$ cat src/rtl/dlk_pkg.sv
package dlk_pkg;
  // Number of clocks represented by a delay field value, given log2 of the unit.
  function automatic int unsigned thresh_cycles(input int unsigned delay_val,
                                                input int unsigned unit_log2);
    return delay_val << unit_log2;
  endfunction

  // Stalled clock: slave waiting, master busy, no grant.
  function automatic logic is_stalled(input logic hold_pend, input logic mbusy,
                                      input logic grant);
    return hold_pend & mbusy & ~grant;
  endfunction
endpackage

$ cat src/rtl/dlk_cfg_reg.sv
module dlk_cfg_reg #(
  parameter int unsigned DELAY_W = 4
) (
  input  logic               clk,
  input  logic               rst_n,
  input  logic               we,
  input  logic [DELAY_W:0]   wdata,
  output logic [DELAY_W-1:0] delay_q,
  output logic               en_q,
  output logic               en_next
);
  localparam int unsigned EN_BIT = DELAY_W;

  assign en_next = we ? wdata[EN_BIT] : en_q;

  always_ff @(posedge clk or negedge rst_n) begin
    if (!rst_n) begin
      delay_q <= '0;
      en_q    <= 1'b0;
    end else if (we) begin
      delay_q <= wdata[DELAY_W-1:0];
      en_q    <= wdata[EN_BIT];
    end
  end


  cfg_capture_chk: assert property (@(posedge clk) disable iff (!rst_n)
    we |=> (delay_q == $past(wdata[DELAY_W-1:0])));
endmodule

$ cat src/rtl/dlk_stall_counter.sv
module dlk_stall_counter #(
  parameter int unsigned DELAY_W   = 4,
  parameter int unsigned UNIT_LOG2 = 3
) (
  input  logic               clk,
  input  logic               rst_n,
  input  logic               stalled,
  input  logic               grant,
  input  logic [DELAY_W-1:0] delay,
  output logic               thresh_hit
);
  import dlk_pkg::*;
  localparam int unsigned CNT_W   = DELAY_W + UNIT_LOG2;
  localparam logic [CNT_W-1:0] CNT_MAX = {CNT_W{1'b1}};

  logic [CNT_W-1:0] cnt_q;
  logic [CNT_W-1:0] limit;

  assign limit      = CNT_W'(thresh_cycles(int'(delay), UNIT_LOG2));
  assign thresh_hit = stalled && (cnt_q >= limit);

  always_ff @(posedge clk or negedge rst_n) begin
    if (!rst_n)                 cnt_q <= '0;
    else if (grant || !stalled) cnt_q <= '0;
    else if (cnt_q != CNT_MAX)  cnt_q <= cnt_q + 1'b1;
  end


  stall_break_clear_chk: assert property (@(posedge clk) disable iff (!rst_n)
    !stalled |=> (cnt_q == '0));

  grant_clear_chk: assert property (@(posedge clk) disable iff (!rst_n)
    grant |=> (cnt_q == '0));
endmodule

$ cat src/rtl/dlk_req_latch.sv
module dlk_req_latch (
  input  logic clk,
  input  logic rst_n,
  input  logic set_req,
  input  logic grant,
  input  logic en_next,
  output logic req_q
);
  always_ff @(posedge clk or negedge rst_n) begin
    if (!rst_n)                 req_q <= 1'b0;
    else if (grant || !en_next) req_q <= 1'b0;
    else if (set_req)           req_q <= 1'b1;
  end


  req_hold_chk: assert property (@(posedge clk) disable iff (!rst_n)
    (req_q && !grant && en_next) |=> req_q);

  grant_drop_chk: assert property (@(posedge clk) disable iff (!rst_n)
    grant |=> !req_q);
endmodule

$ cat src/rtl/dlk_breq_timer.sv
module dlk_breq_timer #(
  parameter int unsigned DELAY_W   = 4,
  parameter int unsigned UNIT_LOG2 = 3
) (
  input  logic             clk,
  input  logic             rst_n,
  input  logic             cfg_we,
  input  logic [DELAY_W:0] cfg_wdata,
  input  logic             slave_hold_pend,
  input  logic             master_busy,
  input  logic             bus_grant,
  output logic             breq_out
);
  import dlk_pkg::*;

  logic [DELAY_W-1:0] delay_q;
  logic               en_q;
  logic               en_next;
  logic               stalled;
  logic               thresh_hit;
  logic               set_req;

  assign stalled = is_stalled(slave_hold_pend, master_busy, bus_grant);
  assign set_req = en_q && thresh_hit;

  dlk_cfg_reg #(.DELAY_W(DELAY_W)) u_cfg (
    .clk(clk), .rst_n(rst_n), .we(cfg_we), .wdata(cfg_wdata),
    .delay_q(delay_q), .en_q(en_q), .en_next(en_next)
  );

  dlk_stall_counter #(.DELAY_W(DELAY_W), .UNIT_LOG2(UNIT_LOG2)) u_cnt (
    .clk(clk), .rst_n(rst_n), .stalled(stalled), .grant(bus_grant),
    .delay(delay_q), .thresh_hit(thresh_hit)
  );

  dlk_req_latch u_req (
    .clk(clk), .rst_n(rst_n), .set_req(set_req), .grant(bus_grant),
    .en_next(en_next), .req_q(breq_out)
  );


  disabled_quiet_chk: assert property (@(posedge clk) disable iff (!rst_n)
    !en_q |-> !breq_out);

  rise_needs_stall_chk: assert property (@(posedge clk) disable iff (!rst_n)
    $rose(breq_out) |-> $past(slave_hold_pend && master_busy && !bus_grant));

  reset_idle_chk: assert property (@(posedge clk)
    !rst_n |-> !breq_out);
endmodule

$ cat config.mk
export PLATFORM = sky130hd
export DESIGN_NAME = dlk_breq_timer
export DESIGN_NICKNAME = d
export VERILOG_FILES = /design/src/rtl/dlk_pkg.sv /design/src/rtl/dlk_cfg_reg.sv /design/src/rtl/dlk_stall_counter.sv /design/src/rtl/dlk_req_latch.sv /design/src/rtl/dlk_breq_timer.sv
export SDC_FILE = /design/constraint.sdc
export NUM_CORES = 1
export LEC_CHECK = 0
export BUFFER_PORTS_ARGS = -buffer_cell sky130_fd_sc_hd__buf_2
export CAP_MARGIN = 20
export CORE_MARGIN = 10
export CORE_UTILIZATION = 45
export CTS_BUF_LIST = sky130_fd_sc_hd__clkbuf_4 sky130_fd_sc_hd__clkbuf_8
export CTS_CLUSTER_DIAMETER = 200
export DETAILED_ROUTE_END_ITERATION = 10
export GPL_TIMING_DRIVEN = 0
export HOLD_SLACK_MARGIN = 0.08
export PLACE_DENSITY = 0.66
export SLEW_MARGIN = 20
export SYNTH_ARGS = -nofsm -noshare
export SYNTH_HDL_FRONTEND = slang
export SYNTH_HIERARCHICAL = 1
export SYNTH_SLANG_ARGS = --single-unit
export TNS_END_PERCENT = 1
$ cat constraint.sdc
create_clock -name clk -period 3.1 [get_ports clk]
set_input_delay 0.31 -clock clk [delete_from_list [all_inputs] [get_ports clk]]
set_output_delay 0.31 -clock clk [all_outputs]
set_load 0.01 [all_outputs]
==> results.rst, run 1 <==
.. list-table::
   :header-rows: 1

   * - Metric
     - Value
   * - Overall via count from detail_route
     - 568
   * - Fill cell count
     - 140
   * - Worst min-delay path startpoint
     - bus_grant
   * - Count of mapped cells out of synthesis
     - 69
   * - Number of I/O pins
     - 12
   * - Top area cells in the synthesized netlist
     - dfrtp_1 (44%), ha_1 (10%), mux2_2 (7.7%), inv_1 (4.1%), o21ai_0 (2.7%)
   * - Max Buffers Root-to-Sink
     - 2
   * - CP arrival
     - 1880 ps
   * - Row Count
     - 14
   * - Height of the die
     - approximately 60 um
   * - Critical path type
     - reg -> reg
   * - Final setup violating endpoints
     - 0
   * - Final Cycle Share
     - 0.550
   * - Final number of max-transition violations
     - 0
   * - Outcome
     - complete, no violations
   * - Std-Cell Core Area
     - between 0.0015 and 0.002 mm^2
   * - Total clock sinks
     - 13
   * - Tot Pwr
     - approximately 0.32 mW
   * - Final Net Count
     - between 100 and 150
   * - Area share of the largest cell type after synthesis
     - 0.443
   * - Startpoint Class
     - register
   * - Antenna diode count
     - 0
   * - Total congestion overflow after global routing
     - 0
   * - Port Buf Inserts
     - 11
   * - Total leakage power
     - approximately 0.4 nW
   * - Half-perimeter wire length of the detailed placement result
     - about 1.0 mm
   * - Number of levels in the clock H-tree
     - 1
   * - Area overhead of the layout relative to synthesis
     - 15.3%
   * - Post-synth cell types
     - 26
   * - Wire length of the first global-routing pass
     - between 2 and 2.5 mm
   * - Syn nets
     - 86
   * - Ys async rst share
     - 1.00
   * - Drt pass-1 iters
     - 4
   * - Critical Path, Cell by Cell
     - inv_1 -> ha_1 -> and4b_2 -> nor3_1 -> o21ai_0 -> and2_1 -> nor2_1 -> nor3b_2
   * - Max_cap viols
     - 0
   * - Post-Synthesis Mean Instance Area
     - approximately 11 um^2
   * - Setup slack of the most critical reg-to-reg path
     - between 1000 and 1500 ps
   * - Ys flop type
     - dfrtp_1
   * - Maximum fanout count along the critical path
     - 7
   * - Area enclosed by the die boundary
     - around 0.0036 mm^2
   * - Sequential share of the synthesized area
     - 0.443
   * - Pwr Density
     - about 370 mW/mm^2
   * - Largest net degree at the start of global routing
     - 14
   * - Synthesis warning total
     - 6
   * - Post-route minimum period
     - approximately 1700 ps
   * - RSZ-0062 raised after global routing
     - false
   * - Critical path endpoint category
     - register
   * - Number of DRC violations after detailed routing
     - 0
   * - Worst-Margin Slew
     - 363 ps
   * - Final antenna-violating net count
     - 0
   * - Routability cong.
     - roughly 0.73
   * - Drt wl/cell
     - 13.4 um
   * - F_max
     - roughly 600 MHz
   * - Average vias per placed instance
     - approximately 5.6
   * - Total Routed Length
     - roughly 1.4 mm
   * - Netlist area before placement
     - 734 um^2
   * - Synth top cells by count
     - dfrtp_1 (13), inv_1 (8), ha_1 (6)
   * - TNS Setup
     - 0 ps
   * - Die Wd
     - about 60 um
   * - Starting DRT DRC Count
     - 8
   * - Hold path cells
     - 2
   * - Count leader, synth
     - dfrtp_1
   * - Initial core utilization
     - 0.482
   * - Max-slew headroom at the worst pin
     - 0.757
   * - Min-Delay Endpoint
     - u_req/req_q
   * - Number of buffers created by CTS
     - 3
   * - Combined global-route utilization of all metal layers
     - 0.0858
   * - Number of cells on the worst reg-to-reg path
     - 8
   * - Initial antenna violation count
     - 0
   * - Largest stage delay, worst path
     - 450 ps
   * - Fraction of final layout cells sized beyond drive strength 1
     - 0.318
   * - Clock-pin transition on the worst setup and hold timing paths
     - 80 ps
   * - Post-route standard cell area excluding fillers
     - around 850 um^2
   * - WP data required
     - ~3300 ps
   * - Beginning of the worst register-to-register path
     - u_cnt/cnt_q[3]
   * - Count of final hold-check violations
     - 0
   * - Post-synthesis cell type with the largest combined area
     - dfrtp_1
   * - Reg2reg end
     - u_req/req_q
   * - Max IR drop VDD
     - 0.309 mV
   * - Worst clock skew
     - approximately 4.8 ps
   * - CTS tree
     - built
   * - CP max-delay cell
     - dfrtp_1
   * - Number of flops mapped to enable cells by yosys
     - 0
   * - Number of global-route vias before repair
     - ~600
   * - Post-placement cell area
     - between 800 and 900 um^2
   * - Path category of the worst min-delay check
     - in -> reg
   * - #FFs+latches synth
     - 13
   * - Clock insertion delay at the later pin of the skew report
     - ~280 ps
   * - Cell at the root of the clock tree
     - clkbuf_4
[layer usage]
layer | part of all wire | vias up | global-route usage
met5 | 0 | - | 0
met4 | 0.0067 | 0 | 0.0192
met3 | 0.058 | 2 | 0.0418
met2 | 0.49 | 14 | 0.147
met1 | 0.44 | 271 | 0.0934
li1 | - | 281 | -
[worst max-delay path by stage]
stage	cells after the start	start	end
final	8	u_cnt/cnt_q[3]	u_req/req_q
after global routing	8	u_cnt/cnt_q[3]	u_req/req_q
after CTS	8	u_cnt/cnt_q[3]	u_req/req_q
after detailed placement	8	u_cnt/cnt_q[3]	u_req/req_q
after global placement	8	u_cnt/cnt_q[3]	u_req/req_q
after floorplan	8	u_cnt/cnt_q[3]	u_req/req_q
[critical path, delay by kind of cell, from the launching register on]
kind	cells	cell delay (ps)
and+or+nand+nor	5	710
DFF	1	450
adders and majority gates	1	260
AOI/OAI and AO/OA	1	120
buffers and inverters	1	60
[state kept, by name, indices dropped and copies added (netlist names)]
signal / flops
u_cfg/delay_q: 4
u_cnt/cnt_q: 7
u_cfg/en_q: 1
u_req/req_q: 1
[timing repair]
item                      CTS  global route
hold endpoints to repair   13             0
hold buffers                1             0
resized for setup           0             0
setup buffers               0             0
[power breakdown]
group          internal [mW]  switching [mW]
Clock                 0.0478          0.0556
Sequential             0.176         0.00361
Combinational         0.0178          0.0145
[layout make-up]
cell class	instances	area, um^2	share of cell area
sequential	13	325	0.384
clock inverter	1	5.00	0.00591
tap	16	20.0	0.0236
clock buffer	3	22.5	0.0266
timing repair buffer	12	65.1	0.0768
inverter	8	30.0	0.0355
multi-input combinational	48	379	0.448
[kinds of logic after synthesis]
kind of cell               Yosys count  synth area share
and+or+nand+nor                     24             0.223
muxes                                6            0.0903
DFF                                 13             0.443
buffers and inverters                8            0.0409
AOI/OAI and AO/OA                   12             0.101
adders and majority gates            6             0.102
[cells in the final DEF (no fill, tap or decap)]
cell,synthesis,routed
a211oi_2,1,1
a21oi_1,3,3
a31oi_1,3,3
and2_1,1,1
and3_1,1,1
and3_2,2,2
and3b_1,1,1
and4_4,1,1
and4b_2,1,1
buf_2,0,11
clkbuf_4,0,3
clkinv_2,0,1
dfrtp_1,13,13
dlygate4sd3_1,0,1
ha_1,6,6
inv_1,8,8
mux2_2,5,5
mux2i_1,1,1
nand2_1,3,3
nand2b_1,1,1
nand3_1,2,2
nand3_4,1,1
nand4_1,1,1
nor2_1,2,2
nor2b_1,2,2
nor3_1,3,3
nor3b_2,1,1
nor4_1,1,1
o21a_1,1,1
o21ai_0,4,4
[per-stage QoR]
stage	hold slack (ps)	instances	setup slack (ps)	util
2_1_floorplan	14.4	69	1570	-
3_3_place_gp	212	96	1420	0.531
3_5_place_dp	216	96	1420	0.531
4_1_cts	210	101	1410	0.556
5_1_grt	221	101	1260	0.556
6_report	224	101	1400	0.556
Power figures use the tool's default switching activity.
==> run 2: changes to the inputs <==
--- a/config.mk
+++ b/config.mk
@@ -5,6 +5,7 @@
 export SDC_FILE = /design/constraint.sdc
 export NUM_CORES = 1
 export LEC_CHECK = 0
+export ABC_AREA = 1
 export BUFFER_PORTS_ARGS = -buffer_cell sky130_fd_sc_hd__buf_2
 export CAP_MARGIN = 20
 export CORE_MARGIN = 10
@@ -14,7 +15,7 @@
 export DETAILED_ROUTE_END_ITERATION = 10
 export GPL_TIMING_DRIVEN = 0
 export HOLD_SLACK_MARGIN = 0.08
-export PLACE_DENSITY = 0.66
+export PLACE_DENSITY = 0.68
 export SLEW_MARGIN = 20
 export SYNTH_ARGS = -nofsm -noshare
 export SYNTH_HDL_FRONTEND = slang
==> constraint.sdc (replaced) <==
create_clock -name clk -period 1.55 [get_ports clk]
set_input_delay 0.155 -clock clk [delete_from_list [all_inputs] [get_ports clk]]
set_output_delay 0.155 -clock clk [all_outputs]
set_load 0.01 [all_outputs]
==> run 2 against run 1 <==
Area after synthesis grew 8.7%. Sequential share of layout area shrank 5.1 points. Clock power grew 130%. Fmax grew 24%. Via count grew 26%. Largest power group unchanged. Highest routed layer unchanged.
==> results.rst, run 2 <==
.. list-table::
   :header-rows: 1

   * - Metric
     - Value
   * - Final setup violating endpoints
     - 0 (unchanged)
   * - Worst slack on hold paths
     - 88.3 ps (-136 ps)
   * - Ys async rst share
     - 1.00 (unchanged)
   * - Netlist area before placement
     - 798 um^2 (+8.7%)
   * - Reg2reg end
     - u_req/req_q
   * - Post-synthesis cell type with the largest combined area
     - dfrtp_1
   * - Switching power as a share of total power
     - 0.248 (+0.0149)
   * - Area enclosed by the die boundary
     - 0.00386 mm^2 (+5.8%)
   * - Area overhead of the layout relative to synthesis
     - 22.4%
   * - Clock-pin transition on the worst setup and hold timing paths
     - 80 ps (about the same)
   * - PnR worst setup slack
     - 175 ps (-1220 ps)
   * - Final Cycle Share
     - 0.887 (+0.337)
   * - Post-route minimum period
     - 1370 ps (-329 ps)
   * - Worst-Margin Slew
     - 302 ps (-61.1 ps)
   * - Most used cells in the layout excluding fill and tap cells
     - nand2_1 (39), inv_1 (18), dfrtp_1 (13)
   * - CTS tree
     - built
   * - Count of mapped cells out of synthesis
     - 107 (+55%)
   * - Busiest metal layer after global routing
     - met2
   * - Global routing met3 resource utilization
     - 0.0269 (-0.0149)
   * - Max FFs per register
     - 7 (unchanged)
   * - Row Count
     - 15 (+1)
   * - Critical path endpoint category
     - register
   * - Die Wd
     - 62.1 um (+2.8%)
   * - Number of I/O pins
     - 12 (unchanged)
   * - Drt wl/cell
     - 10.4 um (-22%)
   * - Instance count on the critical path
     - 12 (+4)
   * - Largest stage delay, worst path
     - 370 ps (-80 ps)
   * - Final Net Count
     - 147 (+43%)
   * - Initial antenna violation count
     - 0 (unchanged)
   * - Total leakage power
     - 0.551 nW (+39%)
   * - Count of final hold-check violations
     - 0 (unchanged)
   * - Critical Path, Cell by Cell
     - inv_1 -> ha_1 -> nand2_1 -> nand2_1 -> nand2_1 -> nand2_1 -> nor2_2 -> nor2_1 -> nand2_1 -> inv_1 -> nor2_1 -> nor2_1
   * - Average vias per placed instance
     - 4.64 (-18%)
   * - Final number of max-transition violations
     - 0 (unchanged)
   * - Max IR drop VDD
     - 0.455 mV (+47%)
   * - Worst min-delay path startpoint
     - cfg_wdata[0]
   * - Beginning of the worst register-to-register path
     - u_cfg/delay_q[1]
   * - Std-Cell Core Area
     - 0.00171 mm^2 (+12%)
   * - Combined global-route utilization of all metal layers
     - 0.0853 (-0.000518)
   * - Met2 Track Usage GR
     - 0.132 (-0.0150)
   * - F_max
     - 727 MHz (+24%)
   * - Combinational fraction of design power
     - 0.126 (+0.024)
   * - Half-perimeter wire length of the detailed placement result
     - 1.23 mm (+18%)
   * - Path category of the worst min-delay check
     - in -> reg
   * - Total congestion overflow after global routing
     - 0 (unchanged)
   * - Number of flops mapped to enable cells by yosys
     - 0 (unchanged)
   * - Fraction of final layout cells sized beyond drive strength 1
     - 0.225 (-0.0928)
   * - Cell at the root of the clock tree
     - clkbuf_4
   * - Grt met1 use
     - 0.103 (+0.00954)
   * - Sequential share of the synthesized area
     - 0.408 (-0.0354)
   * - Power Internal
     - 0.508 mW (+110%)
   * - Biggest register
     - u_cnt/cnt_q
   * - Initial core utilization
     - 0.467 (-0.0145)
   * - Syn nets
     - 124 (+44%)
   * - Ys flop type
     - dfrtp_1
   * - Final design utilization
     - 0.572 (+0.0163)
   * - Starting DRT DRC Count
     - 12 (+4)
   * - CP arrival
     - 1550 ps (-330 ps)
   * - Family of cells with the greatest summed delay on the critical path
     - simple AND/OR/NAND/NOR gates
   * - Cell repeated most along the worst path
     - nand2_1
   * - Max Buffers Root-to-Sink
     - 2 (unchanged)
   * - Maximum fanout count along the critical path
     - 2 (-5)
   * - Share of total power in sequential cells
     - 0.530 (-0.040)
   * - Post-Synthesis Mean Instance Area
     - 7.46 um^2 (-30%)
   * - Min-Delay Endpoint
     - u_cfg/delay_q[0]
   * - Outcome
     - complete, no violations
   * - Combined buffer and inverter count along the critical path
     - 2 (+1)
   * - Wire length of the first global-routing pass
     - 2.80 mm (+16%)
   * - Antenna diode count
     - 0 (unchanged)
   * - Hold path cells
     - 3 (+1)
   * - CP max-delay cell
     - dfrtp_1
   * - Routability cong.
     - 0.730 (-0.15%)
   * - Drt pass-1 iters
     - 4 (unchanged)
   * - Clock insertion delay at the later pin of the skew report
     - 280 ps (about the same)
   * - Fill cell count
     - 157 (+12%)
   * - Number of cells on the worst reg-to-reg path
     - 12 (+4)
   * - Switch Pwr
     - 0.168 mW (+130%)
   * - Worst clock skew
     - 4.66 ps (-0.0998 ps)
   * - #FFs+latches synth
     - 13 (unchanged)
   * - Area share of the largest cell type after synthesis
     - 0.408 (-0.0354)
   * - Pwr Density
     - 692 mW/mm^2 (+86%)
   * - Worst-case setup slack after placement
     - 157 ps (-1270 ps)
   * - Synth top cells by count
     - nand2_1 (39), inv_1 (18), dfrtp_1 (13)
   * - Overall via count from detail_route
     - 714 (+26%)
   * - Port Buf Inserts
     - 11 (unchanged)
   * - WP data required
     - 1730 ps (-1540 ps)
   * - Post-Layout Cell Count
     - 154 (+52%)
   * - Largest registers ranked by flip-flop count
     - u_cnt/cnt_q (7), u_cfg/delay_q (4)
   * - Setup slack of the most critical reg-to-reg path
     - 180 ps (-1220 ps)
   * - Largest net degree at the start of global routing
     - 14 (unchanged)
   * - Number of global-route vias before repair
     - 663 (+11%)
   * - Startpoint Class
     - register
   * - Max_cap viols
     - 0 (unchanged)
   * - Number of buffers created by CTS
     - 3 (unchanged)
   * - Synthesis warning total
     - 6 (unchanged)
   * - Cell total after placement
     - 143 (+49%)
   * - Relative contribution of the clock network to total power
     - 0.345 (+0.017)
   * - Critical path type
     - reg -> reg
   * - Height of the die
     - 62.1 um (+2.8%)
   * - Max-slew headroom at the worst pin
     - 0.798 (+0.0412)
   * - Most common cell after layout, fill and taps aside
     - nand2_1
   * - Total Routed Length
     - 1.60 mm (+19%)
   * - Count leader, synth
     - nand2_1
   * - Number of levels in the clock H-tree
     - 1 (unchanged)
   * - Post-synth cell types
     - 15 (-42%)
   * - Number of DRC violations after detailed routing
     - 0 (unchanged)
   * - Final antenna-violating net count
     - 0 (unchanged)
   * - Total clock sinks
     - 13 (unchanged)
   * - Tot Pwr
     - 0.676 mW (+110%)
   * - Top area cells in the synthesized netlist
     - dfrtp_1 (41%), nand2_1 (18%), ha_1 (9.4%), inv_1 (8.5%), nand3_1 (5.6%)
## run 2: power groups by stage
stage | clock [mW] | sequential [mW] | combinational, mW
floorplan | 0 | 0.363 | 0.0420
detailed placement | 0 | 0.366 | 0.0724
finish | 0.233 | 0.358 | 0.0849
global route | 0.252 | 0.360 | 0.101
CTS | 0.240 | 0.359 | 0.0784
global placement | 0 | 0.365 | 0.0700
## run 2: metrics by stage
| step | instance area, um^2 | TNS [ps] |
|---|---|---|
| after floorplan | 798 | 0 |
| after global placement | 885 | 0 |
| after detailed placement | 885 | 0 |
| after CTS | 945 | 0 |
| after global routing | 977 | -0.932 |
| final | 977 | 0 |
## run 2: area by class of cell
cell class	instances	area, um^2	share of cell area
inverters	20	80.1	0.0819
multi-input cells	74	395	0.405
well taps	25	31.3	0.0320
repair buffers	18	115	0.118
flip-flops and latches	13	325	0.333
clock buffers	4	30.0	0.0307
## run 2: repair_timing
action,CTS,global route
hold endpoints to repair,15,0
endpoints found under the setup margin,0,1
hold buffers,3,0
buffers inserted,0,4
gates resized for setup,0,1
## run 2: worst max path at each step
stage,startpoint,end,slack (ps)
after detailed placement,u_cnt/cnt_q[4],u_req/req_q,160
after CTS,u_cnt/cnt_q[4],u_req/req_q,140
after floorplan,u_cnt/cnt_q[4],u_req/req_q,270
after global routing,u_cfg/delay_q[1],u_req/req_q,-0.9
after global placement,u_cnt/cnt_q[4],u_req/req_q,150
final,u_cfg/delay_q[1],u_req/req_q,180
## run 2: worst min-delay path: cells and delay by family
family | cells | cell delay, ps
buffers and inverters | 1 | 70
AND/OR/NAND/NOR | 2 | 110
## run 2: logic make-up after synthesis
family,share of synthesized area
compound gates,0.0454
fa+ha+maj,0.0940
buf+inv,0.100
simple gates,0.353
flops,0.408
## run 2: routing by layer
metal,share of wire,up-vias
li1,-,371
met1,0.46,328
met2,0.49,13
met3,0.037,2
met4,0.0081,0
met5,0,-
